===== src/rtl/pcu_pkg.sv =====
// Package: shared constants for the phase counting unit.
// Assumes: mode field is 4 bits; addresses fit in 4 bits.
package pcu_pkg;
    localparam logic [3:0] MODE_X4  = 4'd4;
    localparam logic [3:0] MODE_PD  = 4'd5;
    localparam logic [3:0] MODE_X2B = 4'd7;

    localparam logic [3:0] A_MODE0 = 4'd0;
    localparam logic [3:0] A_MODE1 = 4'd1;
    localparam logic [3:0] A_CNT0  = 4'd2;
    localparam logic [3:0] A_CNT1  = 4'd3;
    localparam logic [3:0] A_PER0  = 4'd4;
    localparam logic [3:0] A_PER1  = 4'd5;
    localparam logic [3:0] A_STS0  = 4'd6;
    localparam logic [3:0] A_STS1  = 4'd7;
    localparam logic [3:0] A_SHR   = 4'd8;
endpackage


===== src/rtl/pcu_sync_edge.sv =====
// Module: two-flop synchronizer plus change detector for N asynchronous inputs.
// Assumes: inputs are slow relative to clk; chg is high for one cycle per change.
module pcu_sync_edge #(
    parameter int N = 4
) (
    input  logic         clk,
    input  logic         rst_n,
    input  logic [N-1:0] pin,
    output logic [N-1:0] lvl,
    output logic [N-1:0] chg
);
    for (genvar i = 0; i < N; i++) begin : g_bit
        logic s1, s2, prev;
        // Synchronize one input and remember its last synchronized value.
        always_ff @(posedge clk) begin
            if (!rst_n) begin
                s1   <= 1'b0;
                s2   <= 1'b0;
                prev <= 1'b0;
            end else begin
                s1   <= pin[i];
                s2   <= s1;
                prev <= s2;
            end
        end
        assign lvl[i] = s2;
        assign chg[i] = s2 ^ prev;
    end
endmodule


===== src/rtl/pcu_step_dec.sv =====
// Module: turns edges of one input pair into a count step and direction.
// Assumes: p is the first input of the pair, q the second; levels are post-change.
module pcu_step_dec
    import pcu_pkg::*;
(
    input  logic [3:0] mode,
    input  logic       p_lvl,
    input  logic       q_lvl,
    input  logic       p_chg,
    input  logic       q_chg,
    output logic       step,
    output logic       up
);
    // Decode step and direction for the selected counting scheme.
    always_comb begin
        step = 1'b0;
        up   = 1'b0;
        case (mode)
            MODE_X4: begin
                step = p_chg ^ q_chg;
                up   = p_chg ? (p_lvl != q_lvl) : (q_lvl == p_lvl);
            end
            MODE_PD: begin
                step = p_chg & p_lvl;
                up   = q_lvl;
            end
            MODE_X2B: begin
                step = q_chg;
                up   = (q_lvl == p_lvl);
            end
            default: begin
                step = 1'b0;
                up   = 1'b0;
            end
        endcase
    end
endmodule


===== src/rtl/pcu_chan.sv =====
// Module: one W-bit count register with load, clear and up/down stepping.
// Assumes: priority is load, then clear, then step; inc and dec never both high.
module pcu_chan #(
    parameter int W = 16
) (
    input  logic         clk,
    input  logic         rst_n,
    input  logic         ld,
    input  logic [W-1:0] ld_val,
    input  logic         clr,
    input  logic         inc,
    input  logic         dec,
    output logic [W-1:0] cnt
);
    // Update the count with load > clear > step priority.
    always_ff @(posedge clk) begin
        if (!rst_n)   cnt <= '0;
        else if (ld)  cnt <= ld_val;
        else if (clr) cnt <= '0;
        else if (inc) cnt <= cnt + 1'b1;
        else if (dec) cnt <= cnt - 1'b1;
    end

    assert_preload_wins_R10: assert property (@(posedge clk) disable iff (!rst_n)
        ld |=> cnt == $past(ld_val));
endmodule


===== src/rtl/phase_count_unit.sv =====
// Module: two-channel quadrature/phase counter, chainable into one 32-bit counter.
// Assumes: single clock domain for registers; phase pins are asynchronous.
module phase_count_unit
    import pcu_pkg::*;
#(
    parameter int CNT_W  = 16,
    parameter int ADDR_W = 4,
    localparam int DATA_W = 2 * CNT_W
) (
    input  logic              clk,
    input  logic              rst_n,
    input  logic              phase_a,
    input  logic              phase_b,
    input  logic              phase_c,
    input  logic              phase_d,
    input  logic              wr_en,
    input  logic [ADDR_W-1:0] addr,
    input  logic [DATA_W-1:0] wdata,
    output logic [DATA_W-1:0] rdata
);
    localparam logic [CNT_W-1:0] ONES = {CNT_W{1'b1}};

    logic [7:0]       mode_q [2];
    logic [CNT_W-1:0] per_q  [2];
    logic [CNT_W-1:0] cnt    [2];
    logic [1:0]       dir_q;
    logic [1:0]       shr_q;
    logic [3:0]       lvl, chg;
    logic             chain, src_cd;
    logic             st0, up0, st1, up1;
    logic [1:0]       ld, clr, inc, dec;
    logic [CNT_W-1:0] ld_val [2];

    assign chain  = shr_q[0];
    assign src_cd = chain & shr_q[1];

    pcu_sync_edge #(.N(4)) sync_i (
        .clk(clk), .rst_n(rst_n),
        .pin({phase_d, phase_c, phase_b, phase_a}),
        .lvl(lvl), .chg(chg)
    );

    pcu_step_dec dec0_i (
        .mode(mode_q[0][3:0]),
        .p_lvl(src_cd ? lvl[2] : lvl[0]), .q_lvl(src_cd ? lvl[3] : lvl[1]),
        .p_chg(src_cd ? chg[2] : chg[0]), .q_chg(src_cd ? chg[3] : chg[1]),
        .step(st0), .up(up0)
    );

    pcu_step_dec dec1_i (
        .mode(mode_q[1][3:0]),
        .p_lvl(lvl[2]), .q_lvl(lvl[3]), .p_chg(chg[2]), .q_chg(chg[3]),
        .step(st1), .up(up1)
    );

    logic at_per0, at_per1, at_per32;
    assign at_per0  = cnt[0] == per_q[0];
    assign at_per1  = cnt[1] == per_q[1];
    assign at_per32 = {cnt[1], cnt[0]} == {per_q[1], per_q[0]};

    // Derive loads, clears and steps for both channels in either width.
    always_comb begin
        ld[0]     = wr_en && addr == A_CNT0;
        ld_val[0] = wdata[CNT_W-1:0];
        ld[1]     = wr_en && (addr == A_CNT1 || (chain && addr == A_CNT0));
        ld_val[1] = (chain && addr == A_CNT0) ? wdata[DATA_W-1:CNT_W] : wdata[CNT_W-1:0];
        inc[0]    = st0 & up0;
        dec[0]    = st0 & ~up0;
        clr[0]    = inc[0] & (chain ? at_per32 : at_per0);
        if (chain) begin
            clr[1] = clr[0];
            inc[1] = inc[0] & (cnt[0] == ONES);
            dec[1] = dec[0] & (cnt[0] == '0);
        end else begin
            clr[1] = st1 & up1 & at_per1;
            inc[1] = st1 & up1;
            dec[1] = st1 & ~up1;
        end
    end

    for (genvar i = 0; i < 2; i++) begin : g_ch
        pcu_chan #(.W(CNT_W)) chan_i (
            .clk(clk), .rst_n(rst_n), .ld(ld[i]), .ld_val(ld_val[i]),
            .clr(clr[i]), .inc(inc[i]), .dec(dec[i]), .cnt(cnt[i])
        );
    end

    // Configuration registers: modes, periods and shared control.
    always_ff @(posedge clk) begin
        if (!rst_n) begin
            mode_q[0] <= '0;
            mode_q[1] <= '0;
            per_q[0]  <= ONES;
            per_q[1]  <= ONES;
            shr_q     <= '0;
        end else if (wr_en) begin
            case (addr)
                A_MODE0: mode_q[0] <= wdata[7:0];
                A_MODE1: mode_q[1] <= wdata[7:0];
                A_PER0: begin
                    per_q[0] <= wdata[CNT_W-1:0];
                    if (chain) per_q[1] <= wdata[DATA_W-1:CNT_W];
                end
                A_PER1:  per_q[1] <= wdata[CNT_W-1:0];
                A_SHR:   shr_q    <= wdata[1:0];
                default: ;
            endcase
        end
    end

    // Direction flags follow the most recent step of each channel.
    always_ff @(posedge clk) begin
        if (!rst_n) begin
            dir_q <= '0;
        end else begin
            if (st0) dir_q[0] <= up0;
            if (chain ? st0 : st1) dir_q[1] <= chain ? up0 : up1;
        end
    end

    // Read multiplexer.
    always_comb begin
        rdata = '0;
        case (addr)
            A_MODE0: rdata[7:0] = mode_q[0];
            A_MODE1: rdata[7:0] = mode_q[1];
            A_CNT0:  rdata = chain ? {cnt[1], cnt[0]} : {{CNT_W{1'b0}}, cnt[0]};
            A_CNT1:  rdata[CNT_W-1:0] = cnt[1];
            A_PER0:  rdata = chain ? {per_q[1], per_q[0]} : {{CNT_W{1'b0}}, per_q[0]};
            A_PER1:  rdata[CNT_W-1:0] = per_q[1];
            A_STS0:  rdata[7] = dir_q[0];
            A_STS1:  rdata[7] = dir_q[1];
            A_SHR:   rdata[1:0] = shr_q;
            default: rdata = '0;
        endcase
    end

    assert_illegal_hold_R4: assert property (@(posedge clk) disable iff (!rst_n)
        (!src_cd && mode_q[0][3:0] == MODE_X4 && chg[0] && chg[1]) |-> !st0);

    assert_period_clear_R9: assert property (@(posedge clk) disable iff (!rst_n)
        (!chain && st0 && up0 && at_per0 && !ld[0]) |=> cnt[0] == '0);

    assert_dir_flag_R8: assert property (@(posedge clk) disable iff (!rst_n)
        (!chain && st1) |=> dir_q[1] == $past(up1));

    assert_carry_up_R11: assert property (@(posedge clk) disable iff (!rst_n)
        (chain && st0 && up0 && cnt[0] == ONES && !at_per32 && !ld[0] && !ld[1])
        |=> cnt[1] == $past(cnt[1]) + 1'b1);
endmodule


===== config.mk =====
export PLATFORM = sky130hd
export DESIGN_NAME = phase_count_unit
export DESIGN_NICKNAME = d
export VERILOG_FILES = /design/src/rtl/pcu_pkg.sv /design/src/rtl/pcu_sync_edge.sv /design/src/rtl/pcu_step_dec.sv /design/src/rtl/pcu_chan.sv /design/src/rtl/phase_count_unit.sv
export SDC_FILE = /design/constraint.sdc
export NUM_CORES = 1
export LEC_CHECK = 0
export ABC_AREA = 1
export CAP_MARGIN = 20
export CORE_MARGIN = 2
export CORE_UTILIZATION = 60
export CTS_CLUSTER_DIAMETER = 100
export DETAILED_ROUTE_END_ITERATION = 12
export GPL_TIMING_DRIVEN = 1
export PLACE_DENSITY = 0.95
export SYNTH_ARGS = -nofsm -noshare
export SYNTH_HDL_FRONTEND = slang
export SYNTH_HIERARCHICAL = 1
export SYNTH_SLANG_ARGS = --single-unit

===== constraint.sdc =====
create_clock -name clk -period 8 [get_ports clk]
set_clock_uncertainty 0.1 [all_clocks]
set_input_delay 1.6 -clock clk [delete_from_list [all_inputs] [get_ports clk]]
set_output_delay 1.6 -clock clk [all_outputs]
set_load 0.02 [all_outputs]

==> flow_summary.ini <==
[floorplan]
fp.coreArea_mm2 = 0.0126
num_rows = 41
fp.dieH_um = 117
die_x_um = 117
start_util_pct = 61.2
die-area_mm2 = 0.0137
ios = 75

[logic_synthesis]
synth.yosys.seq_area_share_pct = 31.3
synth_enable_flop_cells = 48
netlist_top_cells_area = sky130_fd_sc_hd__edfxtp_1 19%, sky130_fd_sc_hd__nand2_1 16%, sky130_fd_sc_hd__dfxtp_1 13%
gate_count_of_the_mapped_netlist = 1147
ys_async_sr_fraction_pct = 0
warnings_synthesis = 6
synth.net_count = 1220
postSynthRegisterBits = 96
synth_most_common_cell = sky130_fd_sc_hd__nand2_1
ys_types = 44
post_synthesis_mean_instance_area_um2 = 6.70
library_cell_occupying_the_most_area_in_the_post_synthesis_netlist = sky130_fd_sc_hd__edfxtp_1
synth_top_area_share_pct = 18.8
cell_types_with_the_highest_counts_after_synthesis = 320 x sky130_fd_sc_hd__nand2_1, 192 x sky130_fd_sc_hd__inv_1, 105 x sky130_fd_sc_hd__a21oi_1, 83 x sky130_fd_sc_hd__nor2_1, 58 x sky130_fd_sc_hd__nand3_1
post_synth_instance_area_mm2 = 0.00769
yosys_most_used_dff = sky130_fd_sc_hd__edfxtp_1

[min_path]
hold_depth = 2
worstHoldEndpoint = sync_i/g_bit[3].s2
min-delay-path-class = flip-flop to flip-flop
min-delay-start = sync_i/g_bit[3].s1

[worst_setup_path]
largest_fanout_on_the_critical_path = 41
r2r-start = shr_q[0]
timing.critical_path.arrival_ns = 4.29
timing.critical_path.to_type = output port
worst_path_most_repeated_cell = sky130_fd_sc_hd__clkdlybuf4s50_1
rrSetupSlack_ns = 2.43
crit_path_start_kind = input pin
worst_ep_required_time_ns = 6.30
rr_worst_depth = 24
crit_type = input pin to output port
critical_path.cell_chain = clkdlybuf4s50_1, nor2_2, nand2_2, inv_2, nand2_4, o22ai_1, clkdlybuf4s50_1
critical-path-slowest-cell = sky130_fd_sc_hd__clkdlybuf4s50_1
critical_path.reg2reg.endpoint = g_ch[1].chan_i/cnt[15]
critical_path.max_stage_delay_ns = 0.65

[clocking]
cts-hold-fix-buffers = 0
cts_inserted_buffers = 9
clk_root_buffer_cell = sky130_fd_sc_hd__clkbuf_16
max-clock-path-buffers = 2
clock_sink_count = 96
postCtsResizedCells = 0
postCtsSetupBuffers = 0
cts.reportedPaths.clkPinSlew_ns = 0.07
cts_tree = yes
worst_skew_pair.late_latency_ns = 0.36
ctsHtreeMaxLevel = 3

[route]
routed-via-count = 8163
drt_drc_violations_left = 0
viasPerCell = 5.89
detail_route.wl_per_cell_um = 17.1
ant_nets = 0
routed_wirelength_um = 23700
starting_drc_count_in_detailed_routing = 1171
drtPass1Iterations = 7

[sta]
max_clock_freq_mhz = 167
timing.hold.ws_ns = 0.315
worst_slew_pin_slew_ns = 0.877
report.final.setup_viol = 0
finalCritPeriodShare_pct = 74.9
fin_max_slew_vios = 0
setup_tns_ns = 0
grt_setup_unrepaired = no
timing.final.crit_period_ns = 5.99
number_of_failing_hold_endpoints_at_the_final_stage = 0
slew-limit-headroom_pct = 40.9

[grt]
first_global_vias = 7263
use_met1_pct = 47.7
global_route.usage.met3_pct = 7.05
grt_pass1_wl_um = 36900
gr-total-overflow = 0
antenna_found_initial = 0
track_usage_pct = 35.1
pin_count_of_the_biggest_net_entering_global_routing = 54
groute.layer.met2.usage_pct = 55.3
globalRoute.busiestLayer = met2

[cells_and_area]
final_layout_size_suffix_gt1_share_pct = 6.83
n_antenna_cell = 0
final-instance-count-excl-fill = 1387
area.sequential_mm2 = 0.00240
syn2layout_area_growth_pct = 14.1
multi_input_area_mm2 = 0.00429
final_core_utilization_pct = 69.8
n_fill_cell = 1033
final_nets = 1283

[pwr]
post-layout-total-power_mw = 1.37
vdd_ir_drop_max_uv = 110
power_per_cell_area_mw_per_mm2 = 156
leakage_nw = 4.17

[placed_design]
place.gp.congestion = 1.04
io_buffer_count = 74
post_place_cells = 1371
place_hpwl_um = 17600

[run_status]
outcome = finished, final reports clean

[run]
maxCapViolations = 0
registers in the layout, indices dropped and copies added (netlist names):
register	count
g_ch.chan_i/cnt	32
per_q	32
mode_q	16
sync_i/g_bit.prev	4
sync_i/g_bit.s1	4
sync_i/g_bit.s2	4
dir_q	2
shr_q	2
cell type report:
| type | count | area share, % |
|---|---|---|
| Clock buffer | 13 | 3.10 |
| Timing Repair Buffer | 81 | 9.04 |
| Clock inverter | 3 | 0.242 |
| Sequential cell | 96 | 27.4 |
| Tap cell | 172 | 2.45 |
| Inverter | 207 | 8.89 |
| Multi-Input combinational cell | 815 | 48.9 |
cell families (layout without fill, tap and decap cells):
| logic type | after synthesis | after routing | share of synthesized area [%] |
|---|---|---|---|
| buf+inv | 236 | 304 | 13.0 |
| simple gates | 533 | 533 | 30.5 |
| mux | 4 | 4 | 0.586 |
| xor+xnor | 19 | 19 | 2.16 |
| fa+ha+maj | 30 | 30 | 5.08 |
| flops | 96 | 96 | 31.2 |
| compound gates | 229 | 229 | 17.4 |
worst max-delay path: cells and delay by family:
family | cells | cell delay (ns)
buf+inv | 3 | 1.51
simple gates | 3 | 0.82
compound gates | 1 | 0.34
placed cells by master, fill, tap and decap left out, types with 3 or more instances in the layout:
| master | instances |
|---|---|
| sky130_fd_sc_hd__a21o_1 | 4 |
| sky130_fd_sc_hd__o21ai_1 | 22 |
| sky130_fd_sc_hd__nand4_1 | 20 |
| sky130_fd_sc_hd__clkbuf_16 | 10 |
| sky130_fd_sc_hd__buf_4 | 7 |
| sky130_fd_sc_hd__inv_4 | 3 |
| sky130_fd_sc_hd__nor2_4 | 3 |
| sky130_fd_sc_hd__nand2_4 | 4 |
| sky130_fd_sc_hd__o22ai_1 | 22 |
| sky130_fd_sc_hd__nand3_1 | 58 |
| sky130_fd_sc_hd__ha_1 | 28 |
| sky130_fd_sc_hd__nand2_1 | 320 |
| sky130_fd_sc_hd__edfxtp_1 | 48 |
| sky130_fd_sc_hd__inv_1 | 192 |
| sky130_fd_sc_hd__clkdlybuf4s50_1 | 74 |
| sky130_fd_sc_hd__nand2_2 | 4 |
| sky130_fd_sc_hd__o2111ai_1 | 8 |
| sky130_fd_sc_hd__nor2_1 | 83 |
| sky130_fd_sc_hd__nor2_2 | 7 |
| sky130_fd_sc_hd__a32o_1 | 6 |
| sky130_fd_sc_hd__mux2_2 | 4 |
| sky130_fd_sc_hd__nor3_1 | 8 |
| sky130_fd_sc_hd__inv_2 | 14 |
| sky130_fd_sc_hd__a21oi_1 | 105 |
| sky130_fd_sc_hd__nor2_8 | 3 |
| sky130_fd_sc_hd__nor4_1 | 3 |
| sky130_fd_sc_hd__dfxtp_1 | 48 |
| sky130_fd_sc_hd__o21ai_0 | 44 |
| sky130_fd_sc_hd__or2_2 | 10 |
| sky130_fd_sc_hd__xnor2_1 | 17 |
| sky130_fd_sc_hd__nand3b_1 | 5 |
| sky130_fd_sc_hd__o22ai_2 | 10 |
layer usage:
metal,up-vias,part of all wire [%],wire length (um)
met2,545,44,10500
li1,3877,-,-
met3,96,11,2660
met5,-,0,0
met4,0,4.4,1050
met1,3645,40,9470
where the power goes:
part | internal (mW) | leakage [nW] | switching, mW | total [mW]
clock | 0.240 | 0.146 | 0.196 | 0.436
sequential | 0.539 | 0.822 | 0.0275 | 0.567
combinational | 0.135 | 3.20 | 0.233 | 0.369
per-stage QoR:
stage / setup slack (ns) / area, um^2
final: 2.01 / 8770
after global routing: 1.88 / 8770
after CTS: 2.09 / 8770
after detailed placement: 2.10 / 8480
after global placement: 2.23 / 8480
after floorplan: 3.77 / 7690
worst max path at each step:
stage               startpoint         to  slack [ns]  cells after the start
floorplan              addr[3]  rdata[17]        3.77                      6
global placement       addr[3]  rdata[24]        2.23                      7
detailed placement     addr[3]  rdata[17]        2.10                      7
CTS                    addr[3]  rdata[17]        2.09                      7
global route           addr[3]  rdata[17]        1.88                      7
finish                 addr[3]  rdata[17]        2.01                      7
(Power assumes the default switching activity.)
